[config.mk]
export PLATFORM = sky130hd
export DESIGN_NAME = pinexp_top
export DESIGN_NICKNAME = d
export VERILOG_FILES = /design/src/rtl/pinexp_pkg.sv /design/src/rtl/pinexp_decode.sv /design/src/rtl/pinexp_pins.sv /design/src/rtl/pinexp_irq.sv /design/src/rtl/pinexp_top.sv
export SDC_FILE = /design/constraint.sdc
export NUM_CORES = 1
export LEC_CHECK = 0
export BUFFER_PORTS_ARGS = -buffer_cell sky130_fd_sc_hd__buf_4
export CAP_MARGIN = 20
export CORE_MARGIN = 2
export CORE_UTILIZATION = 40
export CTS_CLUSTER_SIZE = 8
export DETAILED_ROUTE_END_ITERATION = 7
export PLACE_DENSITY = 0.72
export SLEW_MARGIN = 20
export SYNTH_ARGS = -nofsm -noshare
export SYNTH_HDL_FRONTEND = slang
export SYNTH_HIERARCHICAL = 1
export SYNTH_SLANG_ARGS = --single-unit
[constraint.sdc]
create_clock -name clk -period 2.7 [get_ports clk]
set_input_delay 0 -clock clk [delete_from_list [all_inputs] [get_ports clk]]
set_output_delay 0 -clock clk [all_outputs]
set_load 0.005 [all_outputs]
[src/rtl/pinexp_pkg.sv]
package pinexp_pkg;

    localparam int BUS_DW = 16;

    typedef enum logic [1:0] {
        ACC_NONE,
        ACC_PIN,
        ACC_IRQ
    } acc_kind_e;

    typedef struct packed {
        acc_kind_e  kind;
        logic [7:0] grp;
    } acc_t;

    function automatic logic [BUS_DW-1:0] ack_word(input bit inverted);
        return inverted ? {BUS_DW{1'b0}} : {BUS_DW{1'b1}};
    endfunction

    function automatic int regs_for(input int pins, input int width);
        return (pins + width - 1) / width;
    endfunction

endpackage

[src/rtl/pinexp_decode.sv]
module pinexp_decode
    import pinexp_pkg::*;
#(
    parameter int ADDR_W     = 8,
    parameter int STRIDE     = 4,
    parameter int GROUP_BASE = 0,
    parameter int NREGS      = 3,
    parameter int IRQ_IDX    = 4
) (
    input  logic [ADDR_W-1:0] addr,
    output acc_t              acc
);
    localparam int SH = $clog2(STRIDE);

    logic [ADDR_W-1:0] idx_w;
    logic              aligned;

    assign idx_w   = addr >> SH;
    assign aligned = (addr[SH-1:0] == '0);

    always_comb begin
        int ix;
        ix       = int'(idx_w);
        acc.kind = ACC_NONE;
        acc.grp  = '0;
        if (aligned) begin
            if (ix == IRQ_IDX) begin
                acc.kind = ACC_IRQ;
            end else if (ix >= GROUP_BASE && ix < GROUP_BASE + NREGS) begin
                acc.kind = ACC_PIN;
                acc.grp  = 8'(ix - GROUP_BASE);
            end
        end
    end

endmodule

[src/rtl/pinexp_pins.sv]
module pinexp_pins
    import pinexp_pkg::*;
#(
    parameter int                 NUM_PINS = 24,
    parameter int                 REG_W    = 8,
    parameter int                 NREGS    = 3,
    parameter logic [NUM_PINS-1:0] PIN_DIR  = '0,
    parameter logic [NUM_PINS-1:0] PIN_INIT = '0
) (
    input  logic                clk,
    input  logic                rst,
    input  logic                wr,
    input  logic [7:0]          grp,
    input  logic [BUS_DW-1:0]   wdata,
    input  logic [NUM_PINS-1:0] pin_in,
    output logic [NUM_PINS-1:0] pin_out,
    output logic [BUS_DW-1:0]   rd_word
);
    localparam int TOT = NREGS * REG_W;

    logic [NUM_PINS-1:0] out_q;
    logic [NUM_PINS-1:0] sync1_q, sync2_q;
    logic [TOT-1:0]      view;
    logic [TOT-1:0]      sel_full;
    logic [TOT-1:0]      wvec_full;
    logic [NUM_PINS-1:0] wmask;
    logic [REG_W-1:0]    words [NREGS];

    assign wvec_full = {NREGS{wdata[REG_W-1:0]}};
    assign view      = TOT'((out_q & PIN_DIR) | (sync2_q & ~PIN_DIR));

    for (genvar r = 0; r < NREGS; r++) begin : g_reg
        assign sel_full[r*REG_W +: REG_W] = {REG_W{wr && (grp == 8'(r))}};
        assign words[r]                   = view[r*REG_W +: REG_W];
    end

    assign wmask = NUM_PINS'(sel_full) & PIN_DIR;

    always_ff @(posedge clk) begin
        if (rst) begin
            out_q   <= PIN_INIT & PIN_DIR;
            sync1_q <= '0;
            sync2_q <= '0;
        end else begin
            out_q   <= (out_q & ~wmask) | (NUM_PINS'(wvec_full) & wmask);
            sync1_q <= pin_in;
            sync2_q <= sync1_q;
        end
    end

    always_comb begin
        rd_word = '0;
        for (int r = 0; r < NREGS; r++) begin
            if (grp == 8'(r)) rd_word = BUS_DW'(words[r]);
        end
    end

    assign pin_out = out_q;

    // latches move only on a write strobe
    p_out_hold_r3: assert property (@(posedge clk) disable iff (rst)
        !wr |=> $stable(pin_out));

    // input positions are never driven
    p_input_quiet_r5: assert property (@(posedge clk) disable iff (rst)
        wr |=> ((pin_out & ~PIN_DIR) == '0));

endmodule

[src/rtl/pinexp_irq.sv]
module pinexp_irq
    import pinexp_pkg::*;
#(
    parameter int NUM_SRC    = 8,
    parameter bit ACK_INVERT = 1'b0
) (
    input  logic               clk,
    input  logic               rst,
    input  logic [NUM_SRC-1:0] src,
    input  logic               wr_irq,
    input  logic [BUS_DW-1:0]  wdata,
    output logic [NUM_SRC-1:0] pending,
    output logic               irq_out
);
    logic [NUM_SRC-1:0] s1_q, s2_q, prev_q, rise, pend_q;
    logic               ack, irq_q;

    assign ack  = wr_irq && (wdata == ack_word(ACK_INVERT));
    assign rise = s2_q & ~prev_q;

    always_ff @(posedge clk) begin
        if (rst) begin
            s1_q   <= '0;
            s2_q   <= '0;
            prev_q <= '0;
            pend_q <= '0;
            irq_q  <= 1'b0;
        end else begin
            s1_q   <= src;
            s2_q   <= s1_q;
            prev_q <= s2_q;
            pend_q <= (ack ? '0 : pend_q) | rise;
            irq_q  <= ack ? 1'b0 : (|pend_q);
        end
    end

    assign pending = pend_q;
    assign irq_out = irq_q;

    // every acknowledge gives a low cycle on the output
    p_ack_drops_irq_r10: assert property (@(posedge clk) disable iff (rst)
        ack |=> !irq_out);

    // a captured edge is pending on the next cycle, ack or not
    p_edge_captured_r9: assert property (@(posedge clk) disable iff (rst)
        (|rise) |=> ((pending & $past(rise)) == $past(rise)));

    // an acknowledge with no new edge empties the register
    p_ack_clears_r8: assert property (@(posedge clk) disable iff (rst)
        (ack && rise == '0) |=> (pending == '0));

    // no edge and no ack leaves the pending bits alone
    p_no_spurious_r7: assert property (@(posedge clk) disable iff (rst)
        (!ack && rise == '0) |=> $stable(pending));

    // the output is only high with something pending behind it
    p_irq_has_cause_r12: assert property (@(posedge clk) disable iff (rst)
        irq_out |-> $past(|pending));

endmodule

[src/rtl/pinexp_top.sv]
module pinexp_top
    import pinexp_pkg::*;
#(
    parameter int                  REG_W      = 8,
    parameter int                  STRIDE     = 4,
    parameter int                  ADDR_W     = 8,
    parameter int                  NUM_PINS   = 24,
    parameter int                  GROUP_BASE = 0,
    parameter int                  IRQ_IDX    = 4,
    parameter int                  NUM_SRC    = 8,
    parameter bit                  ACK_INVERT = 1'b0,
    parameter logic [NUM_PINS-1:0] PIN_DIR    = 24'h0F00FF,
    parameter logic [NUM_PINS-1:0] PIN_INIT   = 24'h0500A5
) (
    input  logic                clk,
    input  logic                rst,
    input  logic                bus_wr,
    input  logic [ADDR_W-1:0]   bus_addr,
    input  logic [BUS_DW-1:0]   bus_wdata,
    output logic [BUS_DW-1:0]   bus_rdata,
    input  logic [NUM_PINS-1:0] pin_in,
    output logic [NUM_PINS-1:0] pin_out,
    input  logic [NUM_SRC-1:0]  irq_src,
    output logic                irq_out
);
    localparam int NREGS = regs_for(NUM_PINS, REG_W);

    acc_t               acc;
    logic [BUS_DW-1:0]  pin_rd;
    logic [NUM_SRC-1:0] pending;
    logic               wr_pin, wr_irq;

    pinexp_decode #(
        .ADDR_W(ADDR_W), .STRIDE(STRIDE), .GROUP_BASE(GROUP_BASE),
        .NREGS(NREGS), .IRQ_IDX(IRQ_IDX)
    ) u_decode (
        .addr(bus_addr),
        .acc (acc)
    );

    assign wr_pin = bus_wr && (acc.kind == ACC_PIN);
    assign wr_irq = bus_wr && (acc.kind == ACC_IRQ);

    pinexp_pins #(
        .NUM_PINS(NUM_PINS), .REG_W(REG_W), .NREGS(NREGS),
        .PIN_DIR(PIN_DIR), .PIN_INIT(PIN_INIT)
    ) u_pins (
        .clk    (clk),
        .rst    (rst),
        .wr     (wr_pin),
        .grp    (acc.grp),
        .wdata  (bus_wdata),
        .pin_in (pin_in),
        .pin_out(pin_out),
        .rd_word(pin_rd)
    );

    pinexp_irq #(
        .NUM_SRC(NUM_SRC), .ACK_INVERT(ACK_INVERT)
    ) u_irq (
        .clk    (clk),
        .rst    (rst),
        .src    (irq_src),
        .wr_irq (wr_irq),
        .wdata  (bus_wdata),
        .pending(pending),
        .irq_out(irq_out)
    );

    always_comb begin
        unique case (acc.kind)
            ACC_PIN: bus_rdata = pin_rd;
            ACC_IRQ: bus_rdata = BUS_DW'(pending);
            default: bus_rdata = '0;
        endcase
    end

    // a write outside the map leaves the pins alone
    p_unmapped_write_r11: assert property (@(posedge clk) disable iff (rst)
        (bus_wr && acc.kind == ACC_NONE) |=> $stable(pin_out));

    // a write outside the map leaves the pending bits alone
    p_unmapped_irq_r11: assert property (@(posedge clk) disable iff (rst)
        (bus_wr && acc.kind == ACC_NONE && irq_src == '0 && $past(irq_src) == '0)
        |=> (pending & ~$past(pending)) == '0 || $past(rst));

endmodule

==> results.md <==
* Status: complete, no violations
* RSZ-0062 raised after global routing: false
* # Max-Cap Violations at 0
* Initial drt markers at 100
* CTS sink cnt at around 70
* Post-synth EDFFs at 0
* Synthesized area per cell at approximately 9.6 sq um
* CTS Buffer Depth at 2
* Slowest CP cell: and4b_1
* Worst-path fanout max at 11
* Final core area utilization at 0.5480
* Worst setup path startpoint: bus_addr[4]
* Worst-path cell chain: buf_4 -> nor4_2 -> and4b_1 -> nor2b_1 -> a2bb2oi_1 -> nor2_1 -> a22oi_1 -> nor2_1 -> buf_4
* Power Density at about 560 mW/mm^2
* Min Tclk post-route at about 2200 ps
* Num CTS Buffers at 9
* Worst vdd ir at 0.2516 mV
* Seq. cell area at 0.001381 sq mm
* RR Endpoint: u_irq/irq_out$_SDFF_PP0_
* Crit end category: primary output
* WP data arrival at ~2200 ps
* Relative slew slack at 0.5438
* Post-CTS setup buffers at 0
* WS Path Type: input port to primary output
* First-pass GRT wire length at 9.639 mm
* GRT Total Usage at 0.1456
* Global placer's final weighted congestion at 0.8309
* Worst EP required at roughly 2700 ps
* Gate Count Post-Synth at between 300 and 400
* Worst path depth at 9
* WHS Path Cells at 4
* R2R Path Start: u_irq/pending[2]$_SDFF_PP0_
* Die span in x at 91.17 um
* Hold Crit Class: input port to flop
* Non-Filler Instances at a little over 500
* Ys flop type: dfxtp_1
* Initial core utilization at 0.4168
* Cell taking the most area after synthesis: dfxtp_1
* Pre-antenna DRT Iters at 4
* Asr flop ratio synth at 0
* # nets final at 467
* Setup TNS at 0 ps
* Vias in the first global route at 2,110
* Vias at roughly 2,300
* IO Pins at 100
* Bufs and invs on worst path at 2
* Root Buffer: clkbuf_8
* Synth Cell Area at between 0.003 and 0.004 sq mm
* Delay-heaviest family, CP: simple AND/OR/NAND/NOR gates
* Overall power at ~2.2 mW
* Dpl cell area at ~0.0035 sq mm
* Fillers at about 680
* Drt drc at 0
* Final instance area at around 0.004 sq mm
* # hold bufs at CTS at 28
* Drt total wl at 6.055 mm
* Slowest stage delay, CP at approximately 670 ps
* Synth Warn # at 6
* Core area at roughly 0.0073 sq mm
* Antenna cells at 0
* I/O Buffers at between 60 and 70
* Fin. max-slew vios at 0
* Post-synth top cells: dfxtp_1 (69), nor2b_1 (58), buf_4 (27), nor2_1 (27), mux2i_1 (20)
* Htree depth at 3
* Netlist cell types at 35
* Antenna-violating nets left at 0
* Post-synth top area share at 0.4545
* Synth area leaders: dfxtp_1 (45%), nor2b_1 (12%), buf_4 (6.7%), mux2i_1 (6.6%), nand2b_1 (3.7%)
* CTS tree: built
* Hold Path Origin: bus_wdata[11]
* Register area share after synthesis at 0.4545
* Clock-pin slew of the registers on the worst-case setup and hold paths at about 70 ps
* Die Ht at 91.17 um
* Row count at 31
* Layout cells sized above 1 at 0.2287
* Footprint of the multi-input gates at about 0.0015 sq mm
* Vias per inst at 4.502
* Setup violators final at 0
* R2R depth at 3
* Peak Freq at approximately 0.46 GHz
* Die area at a little over 0.008 sq mm
* Critical Path Source Type: input port
* Period utilization at 0.8009
* Crit path capture: bus_rdata[4]
* Hold Vio Cnt, Final at 0
* DR WL/cell at roughly 12 um
* Antenna violations before repair at 0
* Pin count of the biggest net entering global routing at 78
* Inst Count DP at 466
* Tightest Pin Transition at approximately 680 ps
* Dominant cell by count in the synthesized netlist: dfxtp_1
* Area grow syn2layout at 31.49%
* Static Leak at approximately 1.7 nW
* Clock Skew at 9.584 ps
* Final HPWL DP at around 4.2 mm
* Total grt overflow at 0
* Setup slack, reg-to-reg at ~1800 ps
* Post-CTS Resized at 0
* Flops & latches, synth at 69
* Worst skew pair latency at about 340 ps
metrics by stage:
| step | worst slack, ps | hold slack [ps] |
|---|---|---|
| floorplan | 948.4 | 83.45 |
| global placement | 633.0 | 215.2 |
| detailed placement | 568.8 | 214.8 |
| CTS | 564.3 | 59.42 |
| global route | 396.0 | 75.17 |
| finish | 537.5 | 77.50 |
routing by layer:
metal  share of wire  GRT usage  up-vias
met3           0.046    0.03651        6
met4           0.015    0.07071        0
li1                -          -     1187
met1            0.46     0.1814     1035
met2            0.48     0.2346       68
met5               0          0        -
kinds of logic after synthesis:
kind of cell,share of synthesized area
compound gates,0.07781
fa+ha+maj,0.008233
buf+inv,0.09222
flops,0.4545
mux,0.06587
other cells,0.002471
simple gates,0.2989
power by group:
part	internal (mW)	switching, mW	total [mW]	leakage, nW
logic	0.123	0.0848	0.208	1.01
registers	1.07	0.0261	1.10	0.569
clock network	0.568	0.356	0.924	0.116
total	1.76	0.467	2.23	1.69
worst min-delay path by stage:
stage	endpoint	slack [ps]
floorplan	u_irq/prev_q[0]$_SDFF_PP0_	80
global placement	u_pins/sync1_q[23]$_SDFF_PP0_	220
detailed placement	u_irq/s1_q[2]$_SDFF_PP0_	210
CTS	u_irq/pending[2]$_SDFF_PP0_	60
global route	u_irq/pending[3]$_SDFF_PP0_	80
finish	u_irq/pending[6]$_SDFF_PP0_	80
worst min-delay path, stage by stage:
cell and delay [ps]:
buf_4 120, nand4_4 110, o31ai_1 80, nand3_1 70
cells in the final DEF (no fill, tap or decap), types with 3 or more instances in the layout:
| cell type | count |
|---|---|
| dfxtp_1 | 69 |
| buf_4 | 68 |
| nor2b_1 | 58 |
| dlygate4sd3_1 | 28 |
| nor2_1 | 27 |
| conb_1 | 26 |
| mux2i_1 | 20 |
| nand2b_1 | 18 |
| clkbuf_8 | 11 |
| and2_1 | 10 |
| a22oi_1 | 8 |
| o31ai_1 | 8 |
| o21ai_0 | 8 |
| nand3_1 | 8 |
| a2bb2oi_1 | 6 |
| nand2_1 | 5 |
| nor4_1 | 3 |
| a21oi_1 | 3 |
area by class of cell:
type | instances | area share
Clock buffer | 12 | 0.03882
Tap cell | 99 | 0.03100
Inverter | 2 | 0.001879
Multi-Input combinational cell | 228 | 0.3673
Clock inverter | 4 | 0.01753
Sequential cell | 69 | 0.3456
Timing Repair Buffer | 96 | 0.1979
Note: power is estimated with default switching activity, not from simulation.
